$ cat src/rtl/nibdbg_pkg.sv
package nibdbg_pkg;

  typedef enum logic [1:0] {
    CS_IDLE = 2'd0,
    CS_EXEC = 2'd1,
    CS_STAT = 2'd2,
    CS_SEND = 2'd3
  } ctl_state_t;

  // legal command: top bit set and size field not the reserved code
  function automatic logic cmd_ok(input logic [3:0] c);
    return c[3] && (c[1:0] != 2'b11);
  endfunction

  // nibbles carried by an access of the given size code
  function automatic int size_nibs(input logic [1:0] s);
    return 2 << s;
  endfunction

  // ready status nibble
  function automatic logic [3:0] status_nib(input logic cmd_err, input logic bus_err);
    return {1'b0, bus_err, cmd_err, 1'b1};
  endfunction

endpackage

$ cat src/rtl/nib_mode_gate.sv
module nib_mode_gate (
  input  logic clk,
  input  logic rst_n,
  input  logic port_rst_n,
  input  logic mode_sel,
  output logic en
);
  logic armed;

  always_ff @(posedge clk or negedge rst_n) begin
    if (!rst_n) begin
      armed <= 1'b0;
      en    <= 1'b0;
    end else if (!port_rst_n) begin
      armed <= mode_sel;
      en    <= 1'b0;
    end else begin
      en <= armed;
    end
  end
endmodule

$ cat src/rtl/nib_frame_rx.sv
module nib_frame_rx
  import nibdbg_pkg::*;
#(
  parameter int ADDR_W = 32,
  parameter int DATA_W = 32
) (
  input  logic              clk,
  input  logic              rst_n,
  input  logic              en,
  input  logic              accept,
  input  logic              sync,
  input  logic [3:0]        nib,
  output logic              frame_last,
  output logic              abort,
  output logic [3:0]        cmd_q,
  output logic [ADDR_W-1:0] addr_q,
  output logic [DATA_W-1:0] wdata_q
);
  localparam int ANIB  = ADDR_W / 4;
  localparam int DNIB  = DATA_W / 4;
  localparam int HDR   = 2 + ANIB;
  localparam int MAXF  = HDR + DNIB;
  localparam int CW    = $clog2(MAXF + 1);

  logic          active;
  logic [CW-1:0] cnt;
  logic [CW-1:0] last_idx;

  function automatic int frame_nibs(input logic [3:0] c);
    return (cmd_ok(c) && c[2]) ? HDR + size_nibs(c[1:0]) : HDR;
  endfunction

  assign last_idx   = CW'(frame_nibs(cmd_q) - 1);
  assign frame_last = en && active && sync && (cnt == last_idx);
  assign abort      = en && active && !sync;

  always_ff @(posedge clk or negedge rst_n) begin
    if (!rst_n) begin
      active  <= 1'b0;
      cnt     <= '0;
      cmd_q   <= '0;
      addr_q  <= '0;
      wdata_q <= '0;
    end else if (!en) begin
      active <= 1'b0;
      cnt    <= '0;
    end else if (active) begin
      if (!sync) begin
        active <= 1'b0;
      end else begin
        if (cnt == CW'(1)) cmd_q <= nib;
        for (int k = 0; k < ANIB; k++)
          if (cnt == CW'(2 + k)) addr_q[4*k +: 4] <= nib;
        for (int k = 0; k < DNIB; k++)
          if (cnt == CW'(HDR + k)) wdata_q[4*k +: 4] <= nib;
        if (cnt == last_idx) active <= 1'b0;
        else                 cnt    <= cnt + CW'(1);
      end
    end else if (accept && sync) begin
      active  <= 1'b1;
      cnt     <= CW'(1);
      wdata_q <= '0;
    end
  end
endmodule

$ cat src/rtl/nib_tx.sv
module nib_tx
  import nibdbg_pkg::*;
#(
  parameter int DATA_W = 32
) (
  input  logic              clk,
  input  logic              rst_n,
  input  logic              capture,
  input  logic [DATA_W-1:0] rdata,
  input  logic              load,
  input  logic              step,
  input  logic [1:0]        size,
  output logic [3:0]        nib,
  output logic              last
);
  localparam int DNIB = DATA_W / 4;
  localparam int IW   = $clog2(DNIB);

  logic [DATA_W-1:0] rdata_q;
  logic [IW-1:0]     idx;

  always_ff @(posedge clk or negedge rst_n) begin
    if (!rst_n) begin
      rdata_q <= '0;
      idx     <= '0;
    end else begin
      if (capture) rdata_q <= rdata;
      if (load)      idx <= '0;
      else if (step) idx <= idx + IW'(1);
    end
  end

  assign last = (int'(idx) == size_nibs(size) - 1);

  always_comb begin
    nib = 4'h0;
    for (int k = 0; k < DNIB; k++)
      if (idx == IW'(k)) nib = rdata_q[4*k +: 4];
  end
endmodule

$ cat src/rtl/nib_ctl.sv
module nib_ctl
  import nibdbg_pkg::*;
(
  input  logic       clk,
  input  logic       rst_n,
  input  logic       en,
  input  logic       frame_last,
  input  logic [3:0] cmd,
  input  logic       sync,
  input  logic       bus_done,
  input  logic       bus_err,
  input  logic       tx_last,
  output ctl_state_t state,
  output logic       cmd_err_q,
  output logic       bus_err_q,
  output logic       tx_load
);
  logic read_ok;

  assign read_ok = !cmd_err_q && !bus_err_q && !cmd[2];
  assign tx_load = (state == CS_STAT) && !sync;

  always_ff @(posedge clk or negedge rst_n) begin
    if (!rst_n) begin
      state     <= CS_IDLE;
      cmd_err_q <= 1'b0;
      bus_err_q <= 1'b0;
    end else if (!en) begin
      state <= CS_IDLE;
    end else begin
      unique case (state)
        CS_IDLE: if (frame_last) begin
          cmd_err_q <= !cmd_ok(cmd);
          bus_err_q <= 1'b0;
          state     <= cmd_ok(cmd) ? CS_EXEC : CS_STAT;
        end
        CS_EXEC: if (bus_done) begin
          bus_err_q <= bus_err;
          state     <= CS_STAT;
        end
        CS_STAT: if (!sync) state <= read_ok ? CS_SEND : CS_IDLE;
        CS_SEND: if (tx_last) state <= CS_IDLE;
        default: state <= CS_IDLE;
      endcase
    end
  end
endmodule

$ cat src/rtl/nib_dbg_port.sv
module nib_dbg_port
  import nibdbg_pkg::*;
#(
  parameter int ADDR_W = 32,
  parameter int DATA_W = 32
) (
  input  logic              clk,
  input  logic              rst_n,
  input  logic              port_rst_n,
  input  logic              mode_sel,
  input  logic              sync_i,
  input  logic [3:0]        nib_i,
  output logic [3:0]        nib_o,
  output logic              bus_req,
  output logic              bus_we,
  output logic [1:0]        bus_size,
  output logic [ADDR_W-1:0] bus_addr,
  output logic [DATA_W-1:0] bus_wdata,
  input  logic [DATA_W-1:0] bus_rdata,
  input  logic              bus_done,
  input  logic              bus_err
);
  logic       mon_en;
  logic       frame_last;
  logic       rx_abort;
  logic [3:0] cmd_q;
  ctl_state_t state;
  logic       cmd_err_q;
  logic       bus_err_q;
  logic       tx_load;
  logic       tx_last;
  logic [3:0] tx_nib;
  logic       access_end;

  nib_mode_gate u_gate (
    .clk(clk), .rst_n(rst_n), .port_rst_n(port_rst_n),
    .mode_sel(mode_sel), .en(mon_en)
  );

  nib_frame_rx #(.ADDR_W(ADDR_W), .DATA_W(DATA_W)) u_rx (
    .clk(clk), .rst_n(rst_n), .en(mon_en), .accept(state == CS_IDLE),
    .sync(sync_i), .nib(nib_i), .frame_last(frame_last), .abort(rx_abort),
    .cmd_q(cmd_q), .addr_q(bus_addr), .wdata_q(bus_wdata)
  );

  nib_ctl u_ctl (
    .clk(clk), .rst_n(rst_n), .en(mon_en), .frame_last(frame_last),
    .cmd(cmd_q), .sync(sync_i), .bus_done(bus_done), .bus_err(bus_err),
    .tx_last(tx_last), .state(state), .cmd_err_q(cmd_err_q),
    .bus_err_q(bus_err_q), .tx_load(tx_load)
  );

  assign access_end = bus_req && bus_done;

  nib_tx #(.DATA_W(DATA_W)) u_tx (
    .clk(clk), .rst_n(rst_n), .capture(access_end), .rdata(bus_rdata),
    .load(tx_load), .step(state == CS_SEND), .size(cmd_q[1:0]),
    .nib(tx_nib), .last(tx_last)
  );

  assign bus_req  = mon_en && (state == CS_EXEC);
  assign bus_we   = cmd_q[2];
  assign bus_size = cmd_q[1:0];

  always_comb begin
    nib_o = 4'h0;
    if (mon_en) begin
      unique case (state)
        CS_STAT: nib_o = status_nib(cmd_err_q, bus_err_q);
        CS_SEND: nib_o = tx_nib;
        default: nib_o = 4'h0;
      endcase
    end
  end
endmodule

$ cat config.mk
export PLATFORM = sky130hd
export DESIGN_NAME = nib_dbg_port
export DESIGN_NICKNAME = d
export VERILOG_FILES = /design/src/rtl/nibdbg_pkg.sv /design/src/rtl/nib_mode_gate.sv /design/src/rtl/nib_frame_rx.sv /design/src/rtl/nib_tx.sv /design/src/rtl/nib_ctl.sv /design/src/rtl/nib_dbg_port.sv
export SDC_FILE = /design/constraint.sdc
export NUM_CORES = 1
export LEC_CHECK = 0
export BUFFER_PORTS_ARGS = -buffer_cell sky130_fd_sc_hd__buf_2
export CORE_ASPECT_RATIO = 1.75
export CORE_MARGIN = 10
export CORE_UTILIZATION = 61
export CTS_BUF_LIST = sky130_fd_sc_hd__clkbuf_4 sky130_fd_sc_hd__clkbuf_8
export DETAILED_ROUTE_END_ITERATION = 10
export GPL_ROUTABILITY_DRIVEN = 0
export PLACE_DENSITY = 0.95
export SYNTH_ARGS = -nofsm -noshare
export SYNTH_HDL_FRONTEND = slang
export SYNTH_SLANG_ARGS = --single-unit
$ cat constraint.sdc
create_clock -name clk -period 7.4 [get_ports clk]
set_clock_uncertainty 0.05 [all_clocks]
set_input_delay 0.37 -clock clk [delete_from_list [all_inputs] [get_ports clk]]
set_output_delay 0.37 -clock clk [all_outputs]
set_load 0.01 [all_outputs]
# Word-level counts from Yosys, hierarchy flattened
# Cells that the tools add are included.
# totals
regBits	115
in_bits	43
wordCells	168
# op_classes
n_addsub	5
n_reduce_logical	42
shifts	1
eq_ne	48
n_mux	46
# ops
operator	count
$mux W32	3
$reduce_and A4 Y1	19
$mux W4	17
$eq A5 B4 Y1 const B	8
$eq A4 B32 Y1	1
$shl A2 B2 Y32 const A	1
$sub A32 B2 Y32 const B	1
$mux W5	6
$ne A2 B2 Y1 const B	12
$eq A5 B3 Y1 const B	4
$ne A3 B3 Y1 const B	6
$mux W2	7
$eq A3 B3 Y1 const B	4
$logic_and A1 B1 Y1	11
$eq A5 B2 Y1 const B	2
$eq A5 B5 Y1 const B	2
$mux W1	8
$pmux W2 S4	1
$pmux W4 S2	1
$eq A3 B2 Y1 const B	2
$mux W3	2
$reduce_and A3 Y1	2
$reduce_bool A2 Y1	3
$add A5 B1 Y5 const B	1
13 further kinds	18

# Longest topological paths before layout
# Gate-level depths: netlist of the first run.
# logic_depth
word_depth	11
depth_mapped	9
depth_no_buf	9

# Hierarchy
# From an unflattened synthesis of the first run, not the netlist that was laid out.
# unflattened
cells_unflattened	461
hier_area_um2	5464.0
# by_module_without_submodules
module	n_inst	area_per_inst_um2	cells_per_inst	seq_area_each_um2
nib_frame_rx	1	3266.9	247	1851.8
nib_tx	1	1761.7	165	875.8
nib_ctl	1	276.5	30	100.1
nib_dbg_port	1	86.3	15	0.0
nib_mode_gate	1	72.6	4	50.0

# Worst setup path after synthesis of the first run
# No wires, ideal clock.
# synth_path
kind	register -> register
start	register u_rx.cmd_q[0]
end	register u_ctl.cmd_err_q
stages_incl_launch_ff	10
required_time_ns	7.222
path_buffers	0
slack_ns	4.435
arrival_ns	2.788
synth_period_minus_slack_ns	2.965
path_cell_list	dfrtp_1 or2_2 ha_1 nand4_1 ha_1 xor2_1 o311ai_1 a2111oi_4 nor4b_4 mux2_1
# synth_between
elab_chain_cells	8
# synth_lines
item	line_no	text
start, declared	nib_frame_rx.sv:15	output logic [3:0] cmd_q,
start signal, assigned	nib_frame_rx.sv:51	if (cnt == CW'(1)) cmd_q <= nib;
branches (longest 8 deep; another with $add A5 B5 Y5)	-	
end signal, assigned	nib_ctl.sv:33	cmd_err_q <= !cmd_ok(cmd);
end, declared	nib_ctl.sv:14	output logic cmd_err_q,
# Several ways; the timed one is not identified.
# A chain may end at the register's enable or synchronous reset.

# Worst setup path in the final report of the first run
# layout_path
start	register u_tx.idx[1]
end	output nib_o[1]
# layout_between
elab_chain_cells	11
# layout_lines
item	line_no	text
start, declared	nib_tx.sv:20	logic [IW-1:0] idx;
start signal, assigned	nib_tx.sv:29	else if (step) idx <= idx + IW'(1);
$logic_not A3 Y1	nib_tx.sv:38	if (idx == IW'(k)) nib = rdata_q[4*k +: 4];
$mux W4 (7 in a row)	nib_tx.sv:38	
$mux W4 (*)	nib_tx.sv:38	
$pmux W4 S2 (*)	nib_dbg_port.sv:68	unique case (state)
$mux W4 (*)	nib_dbg_port.sv:67	if (mon_en) begin
end, declared	nib_dbg_port.sv:13	output logic [3:0] nib_o,
# Every way passes the cells marked *; elsewhere a longest branch is shown, timed or not.

==> results.ini, run 1 <==
[outcome]
status=finished clean

[timing]
max_slew_margin_pct=50.1
slew_viol_final=0
fmax_ghz=0.291
fin_crit_sh_pct=46.5
hold_ws_ns=0.114
hold_viol=0
finalSetupViolCount=0
final.setup.tns_ns=0
min_period_ns=3.44
max_slew.worst_pin.slew_ns=0.749
rsz0062_at_grt=false

[clock_network]
ctsResizeCount=0
cts_tree=built
insertion_delay_ns=0.44
htree_num_levels=4
clockBufferDepth=2
clock_sink_count=115
cts_root_buf=clkbuf_8
cts_buffers=17
path_clk_slew_ns=0.07

[synthesis]
synthesis.nets=514
yosysTopAreaCell=dfrtp_1
synth_area_leaders=dfrtp_1 (53%), mux2_2 (21%), ha_1 (3.7%)
synth_warnings=0
synth_edf_count=0
syn_avg_cell_area_um2=12.0
netlist_area_um2=5480
synth_most_common_cell=dfrtp_1
async_reset_ff_share_pct=100
synth_seq_cells=115
synth.top_cell.area_share_pct=52.5
seq_area_frac_synth_pct=52.5
syn_inst=455
synthFlopType=dfrtp_1
ys_top_cells_by_count=dfrtp_1 (115), mux2_2 (101), nand2_1 (39), a21oi_1 (27), clkbuf_1 (20)
yosys.cell_types.count=52

[run]
cap_violations=0

[worst_setup_path]
critPathCaptureType=output port
crit_fanout=16
worstSetupPathType=flip-flop to output port
worstPathRequired_ns=6.98
start_kind=flip-flop
worstPathArrival_ns=3.02

[floorplanning]
start_util_pct=62.8
io_pins=115
core_um2=8730
rows=45
die_area_um2=13300
chipWidth_um=91.6
die-height_um=145

[final_layout]
drive_above_1_share_pct=44.3
nets=622
n_antenna_cell=0
final_core_util_pct=75.0
areaGrowthSynthToFinish_pct=19.5

[drt]
routed_via_density=5.72
route.detailed.drc=0
ant_nets=0
wl_um=13600
post_drt_wl_per_cell_um=19.6
drtIter0Drc=275
num_vias=3966
drtPass1Iterations=4

[global_routing]
grt_max_degree=62
overflow=0
grt_antenna_before_repair=0
grt_first_pass_wirelength_um=22300
grt_pass1_vias=4366
grt_use_total_pct=21.0

[place]
portBuffers=114
hpwlAfterDp_um=10100

[pwr]
finalPower_uw=1400
p_leak_uw=0.00342
powerDensity_nw_per_um2=214
peakVddDrop_mv=0.159

[hold_path]
hold_class=input pin to flip-flop

## placed cells by master, fill, tap and decap left out, types with 3 or more instances in the layout
cell type  count
a211oi_1       4
a21oi_1       27
a31oi_1        3
and2_1         7
buf_2        113
buf_4          3
bufinv_16      4
clkbuf_4       3
clkbuf_8      17
dfrtp_1      115
ha_1          16
inv_1         14
mux2_2       101
nand2_1       39
nand2b_1       6
nand3_1        8
nand3b_1       6
nand4_1        5
nor2_1         9
nor2b_1        7
nor3_1         4
o21ai_0        9
o22ai_1        4
xnor2_1        5
## cells by family after synthesis
kind of cell	after synthesis	share of synthesized area [%]
buf+inv	43	3.11
simple gates	102	9.98
xor+xnor	6	0.959
mux	104	21.3
fa+ha+maj	16	3.65
flops	115	52.5
compound gates	69	8.45
## cell type report
class                      count  area, um^2
fill                         552        2180
inverter                      15        56.3
multi-input combinational    297        2430
tap                          117         146
clock inverter                12         180
clock buffer                  20         256
sequential                   115        2880
timing repair buffer         117         598
## per-layer routing
layer  share of wire, %  track usage [%]  wire length [um]
met1                 36             20.6              4820
met2                 56             38.7              7640
met3                5.6             6.29               755
met4                2.6             9.45               347
met5                  0                0                 0
## flip-flops by register name, indices dropped and copies added, names as in the netlist
name / count
u_ctl.bus_err_q: 1
u_rx.active: 1
u_tx.idx: 3
u_rx.cnt: 5
u_tx.rdata_q: 32
u_rx.addr_q: 32
u_gate.en: 1
u_ctl.cmd_err_q: 1
u_gate.armed: 1
u_rx.wdata_q: 32
u_rx.cmd_q: 4
u_ctl.state: 2
## critical path, cell delays in order, from the launching register on
cell       delay [ns]
dfrtp_1          0.44
inv_1            0.11
ha_1             0.46
a21oi_1          0.13
a2111oi_0        0.67
o22a_1           0.25
o22ai_1          0.07
a211oi_1         0.27
buf_2            0.19
## per-stage QoR
step / std cells / worst slack, ns / cell area (um^2)
6_report: 693 / 3.96 / 6550
5_1_grt: 693 / 3.75 / 6550
4_1_cts: 693 / 4.06 / 6550
3_5_place_dp: 660 / 4.16 / 6100
3_3_place_gp: 660 / 4.27 / 6100
2_1_floorplan: 455 / 4.43 / 5480
## final timing paths
path / startpoint / to / slack [ns] / cells after the start
max reg2reg: u_rx.cmd_q[1]$_DFFE_PN0P_ / u_ctl.cmd_err_q$_DFFE_PN0P_ / 4.12 / 9
max: u_tx.idx[1]$_DFFE_PN0P_ / nib_o[1] / 3.96 / 8
min reg2reg: u_gate.armed$_DFFE_PN0N_ / u_gate.en$_DFF_PN0_ / 0.45 / 1
min in group asynchronous: rst_n / u_rx.addr_q[5]$_DFFE_PN0P_ / 0.51 / 2
max in group asynchronous: rst_n / u_ctl.cmd_err_q$_DFFE_PN0P_ / 5.63 / 3
min: bus_rdata[31] / u_tx.rdata_q[31]$_DFFE_PN0P_ / 0.11 / 2
## what timing repair did
item / in CTS / in global routing
setup buffers: 0 / 0
hold buffers: 1 / 0
endpoints found under the hold margin: 60 / 0
setup endpoints to repair: 0 / 0
## where the power goes
part	internal [uW]	total [uW]	leakage, uW	switching, uW
logic	42.7	98.7	0.00161	56.0
registers	645	661	0.00159	16.0
clock network	379	641	0.000218	261
total	1070	1400	0.00342	333
(Power assumes the default switching activity.)
==> inputs of run 2 (changes only) <==
--- a/config.mk
+++ b/config.mk
@@ -5,14 +5,15 @@
 export SDC_FILE = /design/constraint.sdc
 export NUM_CORES = 1
 export LEC_CHECK = 0
+export ABC_AREA = 1
 export BUFFER_PORTS_ARGS = -buffer_cell sky130_fd_sc_hd__buf_2
 export CORE_ASPECT_RATIO = 1.75
 export CORE_MARGIN = 10
-export CORE_UTILIZATION = 61
+export CORE_UTILIZATION = 51
 export CTS_BUF_LIST = sky130_fd_sc_hd__clkbuf_4 sky130_fd_sc_hd__clkbuf_8
 export DETAILED_ROUTE_END_ITERATION = 10
 export GPL_ROUTABILITY_DRIVEN = 0
-export PLACE_DENSITY = 0.95
+export PLACE_DENSITY = 0.88
 export SYNTH_ARGS = -nofsm -noshare
 export SYNTH_HDL_FRONTEND = slang
 export SYNTH_SLANG_ARGS = --single-unit
==> constraint.sdc (replaced) <==
create_clock -name clk -period 3.1 [get_ports clk]
set_clock_uncertainty 0.05 [all_clocks]
set_input_delay 0.155 -clock clk [delete_from_list [all_inputs] [get_ports clk]]
set_output_delay 0.155 -clock clk [all_outputs]
set_load 0.01 [all_outputs]
==> run 2 against run 1 <==
  * Clock power up 140%
  * Register-to-register slack worse by 3.3 ns
  * Critical endpoint is now nib_o[0]
  * Power rose to 2.5 times the previous value
  * Synthesized cell count up 44%
  * Critical path depth up 6
  * Worst setup slack worse by 3.5 ns
  * Final area up 5.4%
  * Sequential power up 150%
  * Wire length up 12%
  * Clock-buffer cell count down 3
  * Core utilization down 8.4 points
  * First-iteration DRC count down 3.6%
==> results.ini, run 2 <==
[global_routing]
grt_pass1_vias=5180
grt_max_degree=61
overflow=0
grt_use_total_pct=20.1
grt_first_pass_wirelength_um=25200
grt_antenna_before_repair=0

[timing]
fin_crit_sh_pct=85.9
hold_viol=0
min_period_ns=2.66
rsz0062_at_grt=false
hold_ws_ns=0.0321
fmax_ghz=0.376
max_slew_margin_pct=52.1
max_slew.worst_pin.slew_ns=0.718
finalSetupViolCount=0
slew_viol_final=0
final.setup.tns_ns=0

[drt]
post_drt_wl_per_cell_um=16.0
num_vias=4937
wl_um=15200
route.detailed.drc=0
drtPass1Iterations=5
drtIter0Drc=265
ant_nets=0
routed_via_density=5.19

[final_layout]
areaGrowthSynthToFinish_pct=26.8
fill_cells=796
final_cell_area_um2=6900
n_antenna_cell=0
reg.largest.list=u_rx.addr_q: 32 flops, u_rx.wdata_q: 32 flops, u_tx.rdata_q: 32 flops
final_common_cell=nand2_1
drive_above_1_share_pct=21.2
nets=870
fin_cells=951
layout_common_cells=nand2_1 (256), dfrtp_1 (115), buf_2 (113)

[synthesis]
synth-xor-area-share_pct=0.644
synth_compound_area_share_pct=11.2
async_reset_ff_share_pct=100
synth.top_cell.area_share_pct=52.9
synth_seq_cells=115
synthSimpleGateAreaFrac_pct=26.1
synthesis.nets=714
syn_inst=655
syn_avg_cell_area_um2=8.31
synth_most_common_cell=nand2_1
synthFlopType=dfrtp_1
yosysTopAreaCell=dfrtp_1
netlist_area_um2=5440
seq_area_frac_synth_pct=52.9
synth_mux_area_share_pct=0
yosys.cell_types.count=33
ys_top_cells_by_count=nand2_1 (256), dfrtp_1 (115), o21ai_0 (55), inv_1 (50), o21ai_1 (34)
synth_warnings=0
synth_fa_ha_area_share_pct=3.68
synth_area_leaders=dfrtp_1 (53%), nand2_1 (18%), o21ai_0 (5.1%)
synth_edf_count=0
synth_top_family_by_area=simple AND/OR/NAND/NOR gates

[floorplanning]
start_util_pct=52.5
core_um2=10400
chipWidth_um=98.1
die_area_um2=15400
rows=49
io_pins=115
die-height_um=157

[worst_setup_path]
r2r_slack_ns=0.78
cp-startpoint=u_tx.idx[2]$_DFFE_PN0P_
start_kind=flip-flop
r2r-start=u_rx.cmd_q[1]$_DFFE_PN0P_
endpoint=nib_o[0]
r2r_cells=13
worstSetupPathType=flip-flop to output port
critPathCaptureType=output port
r2r_end=u_rx.cnt[2]$_DFFE_PN0P_
worstPathRequired_ns=2.89
worstPathArrival_ns=2.46
crit_fanout=12

[clock_network]
cts_root_buf=clkbuf_8
cts_buffers=17
htree_num_levels=4
clock_sink_count=115
path_clk_slew_ns=0.07
ctsResizeCount=0
cts_setup_buffers=0
insertion_delay_ns=0.45
cts_tree=built
clockBufferDepth=2

[pwr]
p_leak_uw=0.00372
finalPower_uw=3570
powerDensity_nw_per_um2=517
peakVddDrop_mv=0.396

[run]
cap_violations=0

[hold_path]
hold_path.startpoint=bus_done
hold_class=input pin to flip-flop

[place]
hpwlAfterDp_um=11000
dpl-instance-area_um2=6110
dp.cells=883
portBuffers=114

[outcome]
status=finished clean

run 2: timing repair:
action | CTS | global route
setup endpoints to repair | 0 | 0
hold buffers | 36 | 0
endpoints found under the hold margin | 90 | 0
run 2: area by class of cell:
| class | instances | area [um^2] | area share (%) |
|---|---|---|---|
| clock buffer | 17 | 234 | 3.39 |
| clock inverter | 15 | 196 | 2.85 |
| inverter | 55 | 206 | 2.99 |
| multi-input combinational | 470 | 2270 | 32.8 |
| sequential | 115 | 2880 | 41.7 |
| tap | 127 | 159 | 2.30 |
| timing repair buffer | 152 | 961 | 13.9 |
run 2: kinds of logic after synthesis:
kind of cell | Yosys count
adder cells (fa/ha/maj) | 16
AO/OA/AOI/OAI | 108
XOR/XNOR | 4
buffers and inverters | 70
AND/OR/NAND/NOR | 342
flip-flops | 115
run 2: metal layers:
layer	routed length (um)	vias to the layer above	global-route usage (%)
met4	582	0	10.6
met2	8020	182	35.9
met5	0	-	0
met1	5680	2305	20.7
li1	-	2402	-
met3	936	48	5.69
run 2: through the flow:
stage	utilization (%)	setup WS (ns)
CTS	66.6	0.526
global route	66.6	0.256
finish	66.6	0.439
floorplan	-	1.05
detailed placement	59.0	0.811
global placement	59.0	0.853
run 2: where the power goes:
| part | switching [uW] | internal [uW] |
|---|---|---|
| Combinational | 251 | 162 |
| Clock | 691 | 819 |
| Sequential | 69.0 | 1580 |
run 2: how the worst min path moves through the flow:
stage / endpoint / slack, ns / cells past startpoint
after floorplan: u_ctl.bus_err_q$_DFFE_PN0P_ / -0.19 / 0
after global placement: u_tx.rdata_q[6]$_DFFE_PN0P_ / 0.20 / 1
after global routing: u_ctl.state[0]$_DFFE_PN0P_ / 0.04 / 4
final: u_ctl.state[0]$_DFFE_PN0P_ / 0.03 / 4
after CTS: u_ctl.state[0]$_DFFE_PN0P_ / 0.009 / 4
after detailed placement: u_tx.rdata_q[6]$_DFFE_PN0P_ / 0.21 / 1
run 2: critical path, cell delays in order, from the launching register on:
cell     delay [ns]
dfrtp_1        0.56
inv_1          0.20
ha_1           0.30
inv_1          0.12
o21ai_0        0.10
inv_1          0.07
nand2_1        0.05
nand2_1        0.06
nand2_1        0.05
nand2_1        0.06
nand2_1        0.05
nand2_1        0.05
nand2_1        0.04
a21oi_1        0.15
buf_2          0.17
==> inputs of run 3 (changes only) <==
--- a/config.mk
+++ b/config.mk
@@ -8,7 +8,6 @@
 export ABC_AREA = 1
 export BUFFER_PORTS_ARGS = -buffer_cell sky130_fd_sc_hd__buf_2
 export CORE_ASPECT_RATIO = 1.75
-export CORE_MARGIN = 10
 export CORE_UTILIZATION = 51
 export CTS_BUF_LIST = sky130_fd_sc_hd__clkbuf_4 sky130_fd_sc_hd__clkbuf_8
 export DETAILED_ROUTE_END_ITERATION = 10
==> constraint.sdc (replaced) <==
create_clock -name clk -period 2.2 [get_ports clk]
set_clock_uncertainty 0.05 [all_clocks]
set_input_delay 0.11 -clock clk [delete_from_list [all_inputs] [get_ports clk]]
set_output_delay 0.11 -clock clk [all_outputs]
set_load 0.01 [all_outputs]
==> run 3 against run 2 <==
  * The flow now finishes with violations (negative setup slack)
  * Register-to-register slack worse by 0.78 ns
  * Worst setup slack worse by 0.72 ns
  * Flip-flop and latch count unchanged
  * Power grew 38%
  * Wire length rose by 8.5%
  * Worst hold slack improved by 0.014 ns
  * Die area down 28%
  * Highest routed layer unchanged
==> results.ini, run 3 (synthesis gave the netlist of run 2 again) <==
[pwr]
cellInternalPower_uw=3420
swShare_pct=30.4
peakVddDrop_mv=0.458
p_leak_uw=0.00388
p_sw_uw=1490
pwr-share-clk_pct=36.9
combinationalPowerShare_pct=15.8
powerDensity_nw_per_um2=667
pwr-share-seq_pct=47.3

[place]
place_ws_ns=-0.0635
dpl-instance-area_um2=6160
portBuffers=114
hpwlAfterDp_um=9720

[worst_setup_path]
crit_fanout=4
critPathMostFrequentCell=nand2_1
r2r-start=u_rx.cmd_q[0]$_DFFE_PN0P_
cpPeakStageDelay_ns=0.44
crit_family=simple AND/OR/NAND/NOR gates
critPathBufInv=3
endpoint=nib_o[0]
critPathSlowestCell=dfrtp_1
start_kind=flip-flop
worstPathRequired_ns=2.04
r2r_cells=14
worstPathArrival_ns=2.32
path_cells=inv_2 > ha_4 > inv_4 > nor2_4 > nand3_2 > nand2_1 > nand2_1 > nand2_1 > nand2_1 > nand2_1 > nand2_1 > nand2_1 > nand2_1 > a21oi_2 > buf_2
r2r_slack_ns=0
worstSetupPathType=flip-flop to output port
cp-startpoint=u_tx.idx[1]$_DFFE_PN0P_
critPathCaptureType=output port
r2r_end=u_ctl.state[1]$_DFFE_PN0P_
worst-path-stages=15

[final_layout]
fill_cells=709
areaGrowthSynthToFinish_pct=35.1
nets=898
seq_area_um2=2880
multi_input_area_um2=2530
final_common_cell=nand2_1
reg.largest.list=u_rx.addr_q: 32 flops, u_rx.wdata_q: 32 flops, u_tx.rdata_q: 32 flops
layout_common_cells=nand2_1 (244), dfrtp_1 (115), buf_2 (113)
final_cell_area_um2=7360
n_antenna_cell=0
drive_above_1_share_pct=29.6

[floorplanning]
start_util_pct=52.8
core_um2=10300
chipWidth_um=80.1
io_pins=115
die_area_um2=11100
die-height_um=139
rows=49

[drt]
num_vias=5345
ant_nets=0
wl_um=16500
post_drt_wl_per_cell_um=16.9
drtIter0Drc=319
route.detailed.drc=0
drtPass1Iterations=5
routed_via_density=5.46

[timing]
setup_slack_ns=-0.284
fmax_ghz=0.403
rsz0062_at_grt=true
fin_crit_sh_pct=113
hold_viol=0
min_period_ns=2.48
max_slew.worst_pin.slew_ns=0.567
finalSetupViolCount=4
max_slew_margin_pct=62.1
slew_viol_final=0

[global_routing]
grt_use_total_pct=29.3
grt_max_degree=41
overflow=0
grt_antenna_before_repair=1
grt_pass1_vias=5351
grt_first_pass_wirelength_um=25000

[outcome]
status=complete, but fails checks
violations=negative setup slack

[clock_network]
path_clk_slew_ns=0.08
cts_buffers=17
cts_tree=built
clockBufferDepth=2
htree_num_levels=4
clock_sink_count=115
cts_root_buf=clkbuf_8
insertion_delay_ns=0.43

[hold_path]
hold_class=input pin to flip-flop

[run]
cap_violations=0

run 3: cell types whose count changed in the layout (fill, tap and decap cells not counted), moves of 7 or more:
cell and change:
buf_4 +24, ha_1 -8, ha_4 +7, inv_1 -11
nand2_1 -12, nand2_2 +7
run 3: what timing repair did:
action	4_1_cts	5_1_grt
hold buffers	37	0
buffers inserted	9	13
gates resized for setup	35	39
pin swaps	9	13
hold endpoints to repair	71	0
setup endpoints to repair	11	14
cloned	0	0
run 3: area by class of cell:
type / count / share of cell area (%)
Inverter: 55 / 2.99
Clock inverter: 12 / 1.34
Sequential cell: 115 / 39.1
Clock buffer: 20 / 3.66
Multi-Input combinational cell: 470 / 34.4
Tap cell: 127 / 2.16
Timing Repair Buffer: 180 / 16.3
run 3: worst min-delay path by stage:
stage | slack (ns) | cells after the start | startpoint | end
detailed placement | 0.06 | 1 | rst_n | u_tx.rdata_q[11]$_DFFE_PN0P_
floorplan | -0.24 | 0 | rst_n | u_ctl.bus_err_q$_DFFE_PN0P_
finish | 0.05 | 3 | nib_i[2] | u_rx.addr_q[14]$_DFFE_PN0P_
global placement | 0.06 | 1 | rst_n | u_tx.rdata_q[11]$_DFFE_PN0P_
CTS | 0.02 | 3 | sync_i | u_tx.idx[1]$_DFFE_PN0P_
global route | 0.04 | 3 | sync_i | u_tx.idx[2]$_DFFE_PN0P_
run 3: power by group through the flow:
| stage | sequential [uW] | combinational [uW] | clock [uW] |
|---|---|---|---|
| floorplan | 2340 | 318 | 0 |
| global placement | 2340 | 530 | 0 |
| detailed placement | 2350 | 544 | 0 |
| CTS | 2310 | 666 | 1820 |
| global route | 2330 | 848 | 1940 |
| finish | 2320 | 775 | 1810 |
run 3: per-layer routing:
metal  wire length [um]  GRT usage [%]
met1               5660           30.9
met2               8680           51.9
met3               1130           6.51
met4               1050           17.2
met5                  0              0
run 3: worst min-delay path: stages:
cell	delay (ns)
buf_2	0.09
inv_1	0.12
o21ai_0	0.18
run 3: stage by stage:
stage | hold WS, ns | total power (uW) | utilization, % | instances | TNS (ns)
2_1_floorplan | -0.236 | 2650 | - | 655 | 0
6_report | 0.0459 | 4910 | 71.4 | 979 | -0.916
3_5_place_dp | 0.0624 | 2890 | 59.8 | 888 | -0.315
4_1_cts | 0.0151 | 4800 | 68.9 | 966 | -0.250
5_1_grt | 0.0353 | 5110 | 71.4 | 979 | -1.86
3_3_place_gp | 0.0626 | 2870 | 59.8 | 888 | 0
